==> src/rtl/mlam_pkg.sv <==
package mlam_pkg;
    localparam int MLAM_LINES = 8;   // participation set depth
    localparam int MLAM_WBUF  = 8;   // held stores, closing store included
    localparam int MLAM_AW    = 32;
    localparam int MLAM_DW    = 32;
    localparam int MLAM_PW    = 3;
    localparam int MLAM_LOFF  = 6;   // 64-byte lines

    // request kind is {lock, wr}
    typedef enum logic [1:0] {
        OP_NONE   = 2'b00,
        OP_STORE  = 2'b01,
        OP_ENROLL = 2'b10,
        OP_FINAL  = 2'b11
    } op_e;
endpackage

==> src/rtl/mlam_line_match.sv <==
module mlam_line_match #(
    parameter int N = 8,
    parameter int W = 26
) (
    input  logic [N-1:0]        valid,
    input  logic [N-1:0][W-1:0] tags,
    input  logic [W-1:0]        key,
    output logic [N-1:0]        hit
);
    for (genvar g = 0; g < N; g++) begin : g_cmp
        assign hit[g] = valid[g] && (tags[g] == key);
    end
endmodule

==> src/rtl/mlam_first_free.sv <==
module mlam_first_free #(
    parameter int N  = 8,
    parameter int IW = $clog2(N)
) (
    input  logic [N-1:0]  busy,
    output logic [IW-1:0] idx,
    output logic          full
);
    always_comb begin
        idx  = '0;
        full = &busy;
        for (int i = N - 1; i >= 0; i--) begin
            if (!busy[i]) idx = IW'(i);
        end
    end
endmodule

==> src/rtl/mline_atomic_mon.sv <==
module mline_atomic_mon
    import mlam_pkg::*;
#(
    parameter int LINES    = MLAM_LINES,
    parameter int WBUF     = MLAM_WBUF,
    parameter int AW       = MLAM_AW,
    parameter int DW       = MLAM_DW,
    parameter int PW       = MLAM_PW,
    parameter int LINE_OFF = MLAM_LOFF
) (
    input  logic                 clk,
    input  logic                 rst_n,
    input  logic                 req_valid,
    input  logic                 req_lock,
    input  logic                 req_wr,
    input  logic [AW-1:0]        req_addr,
    input  logic [DW-1:0]        req_data,
    input  logic [DW/8-1:0]      req_mask,
    input  logic [PW-1:0]        req_prio,
    input  logic                 snp_valid,
    input  logic [AW-LINE_OFF-1:0] snp_line,
    input  logic [PW-1:0]        snp_prio,
    output logic                 evt_active,
    output logic                 evt_intf,
    output logic                 done,
    output logic                 pass,
    output logic [WBUF-1:0]      cm_en,
    output logic [WBUF*AW-1:0]   cm_addr,
    output logic [WBUF*DW-1:0]   cm_data,
    output logic [WBUF*DW/8-1:0] cm_mask
);
    localparam int LW  = AW - LINE_OFF;
    localparam int MW  = DW / 8;
    localparam int LIW = $clog2(LINES);
    localparam int WIW = $clog2(WBUF);

    typedef struct packed {
        logic                       active;
        logic                       intf;
        logic [PW-1:0]              owner;
        logic [LINES-1:0]           lv;
        logic [LINES-1:0][LW-1:0]   la;
        logic [WBUF-1:0]            wv;
        logic [WBUF-1:0][AW-1:0]    wa;
        logic [WBUF-1:0][DW-1:0]    wd;
        logic [WBUF-1:0][MW-1:0]    wm;
        logic                       done;
        logic                       pass;
        logic [WBUF-1:0]            cen;
        logic [WBUF-1:0][AW-1:0]    ca;
        logic [WBUF-1:0][DW-1:0]    cd;
        logic [WBUF-1:0][MW-1:0]    cm;
    } st_t;

    st_t st_d, st_q;

    logic [LW-1:0]    req_line;
    logic [LINES-1:0] req_hit, snp_hit;
    logic             req_any, snp_kill, line_full, buf_full, fin_ok;
    logic [LIW-1:0]   line_idx;
    logic [WIW-1:0]   buf_idx;
    op_e              op;

    assign req_line = req_addr[AW-1:LINE_OFF];
    assign op       = req_valid ? op_e'({req_lock, req_wr}) : OP_NONE;

    mlam_line_match #(.N(LINES), .W(LW)) u_req_match (
        .valid(st_q.lv), .tags(st_q.la), .key(req_line), .hit(req_hit)
    );
    mlam_line_match #(.N(LINES), .W(LW)) u_snp_match (
        .valid(st_q.lv), .tags(st_q.la), .key(snp_line), .hit(snp_hit)
    );
    mlam_first_free #(.N(LINES)) u_line_free (
        .busy(st_q.lv), .idx(line_idx), .full(line_full)
    );
    mlam_first_free #(.N(WBUF)) u_buf_free (
        .busy(st_q.wv), .idx(buf_idx), .full(buf_full)
    );

    assign req_any  = |req_hit;
    // an intruder must strictly outrank the owner to kill the region
    assign snp_kill = st_q.active && snp_valid && (|snp_hit) && (snp_prio > st_q.owner);
    assign fin_ok   = st_q.active && !st_q.intf && !snp_kill && req_any && !buf_full;

    always_comb begin
        st_d      = st_q;
        st_d.done = 1'b0;
        st_d.pass = 1'b0;
        st_d.cen  = '0;
        if (snp_kill) st_d.intf = 1'b1;
        case (op)
            OP_ENROLL: begin
                if (!st_q.active) begin
                    st_d.active = 1'b1;
                    st_d.owner  = req_prio;
                end
                if (!req_any) begin
                    if (line_full) begin
                        st_d.intf = 1'b1;
                    end else begin
                        st_d.lv[line_idx] = 1'b1;
                        st_d.la[line_idx] = req_line;
                    end
                end
            end
            OP_STORE: begin
                if (st_q.active) begin
                    if (!req_any || buf_full) begin
                        st_d.intf = 1'b1;
                    end else begin
                        st_d.wv[buf_idx] = 1'b1;
                        st_d.wa[buf_idx] = req_addr;
                        st_d.wd[buf_idx] = req_data;
                        st_d.wm[buf_idx] = req_mask;
                    end
                end
            end
            OP_FINAL: begin
                st_d.done = 1'b1;
                st_d.pass = fin_ok;
                st_d.ca   = st_q.wa;
                st_d.cd   = st_q.wd;
                st_d.cm   = st_q.wm;
                if (!buf_full) begin
                    st_d.ca[buf_idx] = req_addr;
                    st_d.cd[buf_idx] = req_data;
                    st_d.cm[buf_idx] = req_mask;
                end
                st_d.cen    = fin_ok ? (st_q.wv | (WBUF'(1) << buf_idx)) : '0;
                st_d.active = 1'b0;
                st_d.intf   = 1'b0;
                st_d.owner  = '0;
                st_d.lv     = '0;
                st_d.wv     = '0;
            end
            default: ;
        endcase
    end

    always_ff @(posedge clk) begin
        if (!rst_n) st_q <= '0;
        else        st_q <= st_d;
    end

    assign evt_active = st_q.active;
    assign evt_intf   = st_q.intf;
    assign done       = st_q.done;
    assign pass       = st_q.pass;
    assign cm_en      = st_q.cen;
    assign cm_addr    = st_q.ca;
    assign cm_data    = st_q.cd;
    assign cm_mask    = st_q.cm;

    // a ninth distinct line raises the flag
    p_line_overflow_r1: assert property (@(posedge clk) disable iff (!rst_n)
        (op == OP_ENROLL && st_q.active && !req_any && line_full) |=> evt_intf);
    // no line is held twice
    p_unique_lines_r2: assert property (@(posedge clk) disable iff (!rst_n)
        $onehot0(req_hit));
    // an outranking snoop hit raises the flag
    p_snoop_kill_r4: assert property (@(posedge clk) disable iff (!rst_n)
        (snp_kill && op != OP_FINAL) |=> evt_intf);
    // the flag holds until the region closes
    p_flag_sticky_r6: assert property (@(posedge clk) disable iff (!rst_n)
        (evt_intf && op != OP_FINAL) |=> evt_intf);
    // a failed region commits nothing
    p_fail_quiet_r8: assert property (@(posedge clk) disable iff (!rst_n)
        (done && !pass) |-> (cm_en == '0));
    // a passing region always commits at least the closing store
    p_pass_commits_r7: assert property (@(posedge clk) disable iff (!rst_n)
        (done && pass) |-> (cm_en != '0));
    // no open region means clean state
    p_idle_clean_r9: assert property (@(posedge clk) disable iff (!rst_n)
        !evt_active |-> (!evt_intf && st_q.lv == '0 && st_q.wv == '0));
    // a same-cycle killing snoop beats the closing store
    p_abort_same_cycle_r10: assert property (@(posedge clk) disable iff (!rst_n)
        (op == OP_FINAL && snp_kill) |=> (done && !pass));
endmodule

==> config.mk <==
export PLATFORM = sky130hd
export DESIGN_NAME = mline_atomic_mon
export DESIGN_NICKNAME = d
export VERILOG_FILES = /design/src/rtl/mlam_pkg.sv /design/src/rtl/mlam_line_match.sv /design/src/rtl/mlam_first_free.sv /design/src/rtl/mline_atomic_mon.sv
export SDC_FILE = /design/constraint.sdc
export NUM_CORES = 2
export LEC_CHECK = 0
export ABC_AREA = 1
export ABC_CLOCK_PERIOD_IN_PS = 5200
export BUFFER_PORTS_ARGS = -buffer_cell sky130_fd_sc_hd__clkbuf_2
export CAP_MARGIN = 20
export CORE_MARGIN = 5
export CORE_UTILIZATION = 30
export CTS_BUF_LIST = sky130_fd_sc_hd__clkbuf_16
export CTS_CLUSTER_DIAMETER = 200
export DETAILED_ROUTE_END_ITERATION = 16
export SLEW_MARGIN = 20
export SYNTH_ARGS = -nofsm -noshare
export SYNTH_HDL_FRONTEND = slang
export SYNTH_SLANG_ARGS = --single-unit
==> constraint.sdc <==
create_clock -name clk -period 5.2 [get_ports clk]
set_input_delay 0.78 -clock clk [delete_from_list [all_inputs] [get_ports clk]]
set_output_delay 0.78 -clock clk [all_outputs]
set_load 0.02 [all_outputs]
* After elaboration in Yosys (flattened, before gate mapping)
Cells that the tools add are included.
Cells by class: bitwise operators 6, order comparisons 5, multiplexer cells 48, equal/unequal tests 24, shift operators 1, reductions and logical operators 43
Operators by type and width (number):
- 2-to-1 mux 552 bit | 2
- 2-to-1 mux 554 bit | 1
- 2-to-1 mux 544 bit | 1
- bitwise mux 256 bit | 2
- 2-to-1 mux 216 bit | 2
- equality test 26 bit | 16
- bitwise mux 208 bit | 1
- demux 32 bit (select 3 bit) | 1
- demux 26 bit (select 3 bit) | 1
- 2-to-1 mux 3 bit | 17
- bitwise mux 32 bit | 1
- 2-to-1 mux 32 bit | 1
- 2-to-1 mux 26 bit | 1
- logical AND 1 bit | 25
- bitwise OR 8 bit | 3
- case mux 11 bit (2 select lines) | 1
- case mux 8 bit (2 select lines) | 1
- AND reduction 8 bit | 2
- OR reduction 8 bit | 2
- AND reduction 3 bit | 5
- demux 4 bit (select 3 bit) | 1
- inequality test 2 bit (second input constant) | 5
- < comparator 3 x 4 -> 1 bit (second input constant) | 2
- 2-to-1 mux 8 bit | 1
- other kinds (16) | 32
Word-level totals: register bits after elaboration 1327, output and inout port bits 556

* Longest topological paths before layout
depth after elaboration 16, mapped depth 20, mapped depth without buffers 17

* By module
Synthesis repeated with hierarchy kept, for this count alone.
Unflattened totals: cells, all modules 10653, area total of the unflattened synthesis 69537.9 sq um
By module, submodules not included:
- mline_atomic_mon | cells an instance 8675, area an instance 61435.2 sq um, instances 1, sequential area each 26565.5 sq um
- mlam_line_match | cells an instance 972, area an instance 3973.8 sq um, instances 2, sequential area each 0.0 sq um
- mlam_first_free | cells an instance 17, area an instance 77.6 sq um, instances 2, sequential area each 0.0 sq um

* Least setup slack after synthesis
OpenSTA, ideal clock, no wires.
path type input to register, start point in req_addr[23], end point reg st_q[1012] (netlist name), setup time 0.119 ns, stages on the path 17, setup slack 2.560 ns, buffers on the path 5, arrival 2.520 ns, cell sequence buf_2 > buf_2 > xnor2_1 > nand2_1 > nor2_1 > nand3_1 > nor2_1 > nor2_1 > nand2_1 > nor2_1 > nor2_2 > nand2_2 > buf_6 > buf_6 > clkbuf_1 > o21ai_0 > a21oi_1
Between the ends: word-level cells in the longest chain between the ends 7, elaborated cells between the ends (all ways) 21, those cells by class 8 x eq/ne; 1 x bitwise; 12 x reduce/logical
RTL lines:
- from (decl) | line mline_atomic_mon.sv:16 | input logic [AW-1:0] req_addr,
- equality test 26 bit | line mlam_line_match.sv:11 | assign hit[g] = valid[g] && (tags[g] == key);
- logical AND 1 bit | line mlam_line_match.sv:11
- OR reduction 8 bit (*) | line mline_atomic_mon.sv:80 | assign req_any = |req_hit;
- logical NOT 1 bit (*) | line mline_atomic_mon.sv:108 | if (!req_any || buf_full) begin
- logical OR 1 bit (*) | line mline_atomic_mon.sv:108
- inverter 1 bit (no source line) (*)
- AND reduction 3 bit (no source line) (*)
- to (signal assigned) | line mline_atomic_mon.sv:142 | else st_q <= st_d;
- to (decl) | line mline_atomic_mon.sv:55 | st_t st_d, st_q;
Every way passes the cells marked *; elsewhere a longest branch is shown, timed or not. A chain may end at the register's enable or synchronous reset.

* Worst setup path after layout
start point reg st_q[1104] (netlist name), end point reg st_q[640] (netlist name)
Between the ends: word-level cells in the longest chain between the ends 12, elaborated cells between the ends (all ways) 17, those cells by class 2 x order compare; 10 x mux; 1 x bitwise; 4 x reduce/logical
RTL lines:
- 2-to-1 mux 3 bit (7 in series) | line mlam_first_free.sv:13 | if (!busy[i]) idx = IW'(i);
- < comparator 3 x 4 -> 1 bit (implied by the code) or greater-or-equal comparator 3 x 1 -> 1 bit (tied branches) | line mline_atomic_mon.sv:113 | st_d.wd[buf_idx] = req_data;
- logical AND 1 bit (implied by the code) | line mline_atomic_mon.sv:113
- 2-to-1 mux 32 bit (implied by the code) | line mline_atomic_mon.sv:113
- demux 32 bit (select 3 bit) | line mline_atomic_mon.sv:113
- bitwise mux 256 bit | line mline_atomic_mon.sv:113
Several ways; a longest one is shown, not always the timed one.

==> impl_metrics.toml <==
[routing]
ant_nets = 0
vias = 60800
drt_iter0_markers = 6413
drc = 0
wl_per_cell_um = 20.0
via_per_inst = 4.75
drt_pass1_iterations = 6
drt-total-wl_um = 256000

[cells_and_area]
fin_cells = 12800
areaGrowthSynthToFinish_pct = 10.2
layout.nets = 9916
drive_above_1_share_pct = 10.2
layout_common_cells = "3,052 x nand2_1, 1,388 x inv_1, 1,327 x dfxtp_1"
mostFrequentLayoutCell = "nand2_1"
nFillCells = 23900

[floorplanning]
chipHeight_um = 478
fp-row-count = 171
die_w_um = 478
fp.coreArea_sq_mm = 0.217
start_util_pct = 30.2
die-area_sq_mm = 0.228
io_pins = 662

[yosys]
synth_cell_types = 32
synthXorXnorAreaFrac_pct = 1.27
synth.top_cell.area_share_pct = 40.5
ys_ff_latch = 1327
synth_top_family_by_area = "simple AND/OR/NAND/NOR gates"
syn_inst = 10100
yosys-top-cells-area = "dfxtp_1 41%, nand2_1 17%, a21oi_1 8.7%, inv_1 7.7%, o21ai_0 7.2%"
synth_warnings = 0
synth_mux_area_share_pct = 0
yosysTopAreaCell = "dfxtp_1"
synth_compound_area_share_pct = 17.9
synth_nets = 10200
syn_area_sq_mm = 0.0656
synth_seq_area_share_pct = 40.5
synthAdderAreaFrac_pct = 0.0572
postSynthAreaPerCell_sq_um = 6.50
synthSimpleGateAreaFrac_pct = 22.1

[sta]
worst_slew_pin_slew_ns = 1.04
min_period_over_period_pct = 65.9
max_freq_mhz = 292
setup_ws_ns = 1.77
rsz0062_at_grt = "false"
min_period_ns = 3.43
slew_headroom_pct = 30.8
tns_ns = 0
drv_slew = 0
skew_ns = 0.0734
hold_viol_final = 0
finalSetupViolations = 0
whs_ns = 0.336

[setup_path]
cp_data_required_time_ns = 5.88
r2r_setup_slack_ns = 1.77
critPathArrivalTime_ns = 4.11
reg2reg_from = "st_q[1104]$_SDFFE_PN0P_"
crit_fanout = 74
critPathKind = "reg -> reg"
start_kind = "flip-flop"
endpoint_kind = "flip-flop"
reg2regPathDepth = 15
r2r_end = "st_q[640]$_SDFFE_PN0P_"

[power]
p_comb_share_pct = 5.7
power_mw = 22.7
p_leak_nw = 35.9
p_sw_mw = 5.83
powerDensity_mw_per_mm2 = 314
ir_drop_mv = 0.329
internal_power_mw = 16.9
clockPowerShare_pct = 49.2
swShare_pct = 25.7
power_frac_seq_pct = 45.1

[placed_design]
pre_cts_ws_ns = 1.13
dpl.hpwl_um = 177000
placedCellCount = 12500
place_congestion = 1.01
portBuffers = 661

[clocking]
cts-root-buf = "clkbuf_16"
cts_sinks = 1327
cts_made_buffers = 155
path_clk_slew_ns = 0.06
htree_num_levels = 4
ctsLongestPathBuffers = 3
postCtsSetupRepairBufs = 0
clock_latency_ns = 0.84
tritoncts = "yes"
cts.repair.resized = 0
postCtsHoldBufs = 0

[grt]
grt_pass1_vias = 53700
grt_util_all_layers_pct = 21.4
grt_use_met2_pct = 33.2
grt.busiest_layer = "met2"
grt_max_degree = 165
use_met3_pct = 4.34
grt_pass1_wl_um = 370000
antenna_found_initial = 32
use_met1_pct = 28.3
gr-total-overflow = 0

[worst_hold_path]
min_path_cells = 3
whs_endpoint = "st_q[1323]$_SDFFE_PN0P_"
min_path_type = "in -> reg"
min-delay-start = "req_prio[1]"

[status]
outcome = "finished clean"

[job]
maxCapViolCount = 0
## power groups by stage
stage / clock network [mW] / registers [mW] / logic [mW]
finish: 11.2 / 10.2 / 1.30
global route: 11.8 / 10.2 / 1.38
CTS: 11.4 / 10.2 / 1.29
detailed placement: 0 / 10.5 / 1.28
global placement: 0 / 10.5 / 1.29
floorplan: 0 / 10.4 / 0.716
## per-layer routing
layer	wire [um]	part of all wire [%]
met1	109000	43
met2	112000	44
met3	20600	8.0
met4	13900	5.4
met5	27	0.011
## logic make-up (layout without fill, tap and decap cells)
logic type	after synthesis	count (layout)
simple gates	3798	3798
xor+xnor	95	95
buf+inv	2566	2408
compound gates	2299	2299
other cells	0	13
flops	1327	1327
fa+ha+maj	3	3
## cell usage after synthesis, drive strengths merged
cell,number
nor4,1
nand3,31
ha,3
a31o,1
clkbuf,447
dfxtp,1327
a21oi,1138
o22ai,20
inv,1360
nand2,3065
a311oi,1
o21ai,1067
xor2,20
nor3,7
nand4,49
buf,757
clkinv,2
and2,1
xnor2,75
nor2,641
o211ai,71
a211oi,1
nand3b,3
## stage by stage
step | area, sq um | util [%]
floorplan | 65600 | -
global placement | 67100 | 30.8
detailed placement | 67100 | 30.8
CTS | 72200 | 33.2
global route | 72200 | 33.2
finish | 72300 | 33.2
## critical path, cell delays in order, from the launching register on
cell and delay (ns):
dfxtp_1 0.32, inv_1 0.09, o21ai_0 0.08, nand2_1 0.06
nand2_1 0.04, nand2_1 0.19, inv_1 0.17, o21ai_0 0.61
inv_1 0.25, nand2_4 0.57, buf_12 0.37, nand2_1 0.08
o21ai_0 0.08, inv_1 0.12, o21ai_1 0.16, a21oi_1 0.06
## worst max path at each step
stage / endpoint / startpoint / cells after the start
floorplan: st_q[1012]$_SDFFE_PN0P_ / req_addr[23] / 17
global placement: st_q[754]$_SDFFE_PN0P_ / req_addr[13] / 18
detailed placement: st_q[716]$_SDFFE_PN0P_ / req_addr[8] / 17
CTS: st_q[621]$_SDFFE_PN0P_ / st_q[1104]$_SDFFE_PN0P_ / 15
global route: cm_data[58]$_SDFFE_PN0P_ / st_q[1104]$_SDFFE_PN0P_ / 15
finish: st_q[640]$_SDFFE_PN0P_ / st_q[1104]$_SDFFE_PN0P_ / 15
## layout make-up
class                   count  area [sq um]  share of cell area [%]
diodes                     13          32.5                  0.0450
flip-flops and latches   1327         26600                    36.8
clock inverters           125          1290                    1.78
inverters                1362          5130                    7.11
multi-input cells        6195         27200                    37.6
repair buffers            766          4620                    6.39
well taps                2854          3570                    4.94
clock buffers             155          3880                    5.37
Note: power is estimated with default switching activity, not from simulation.
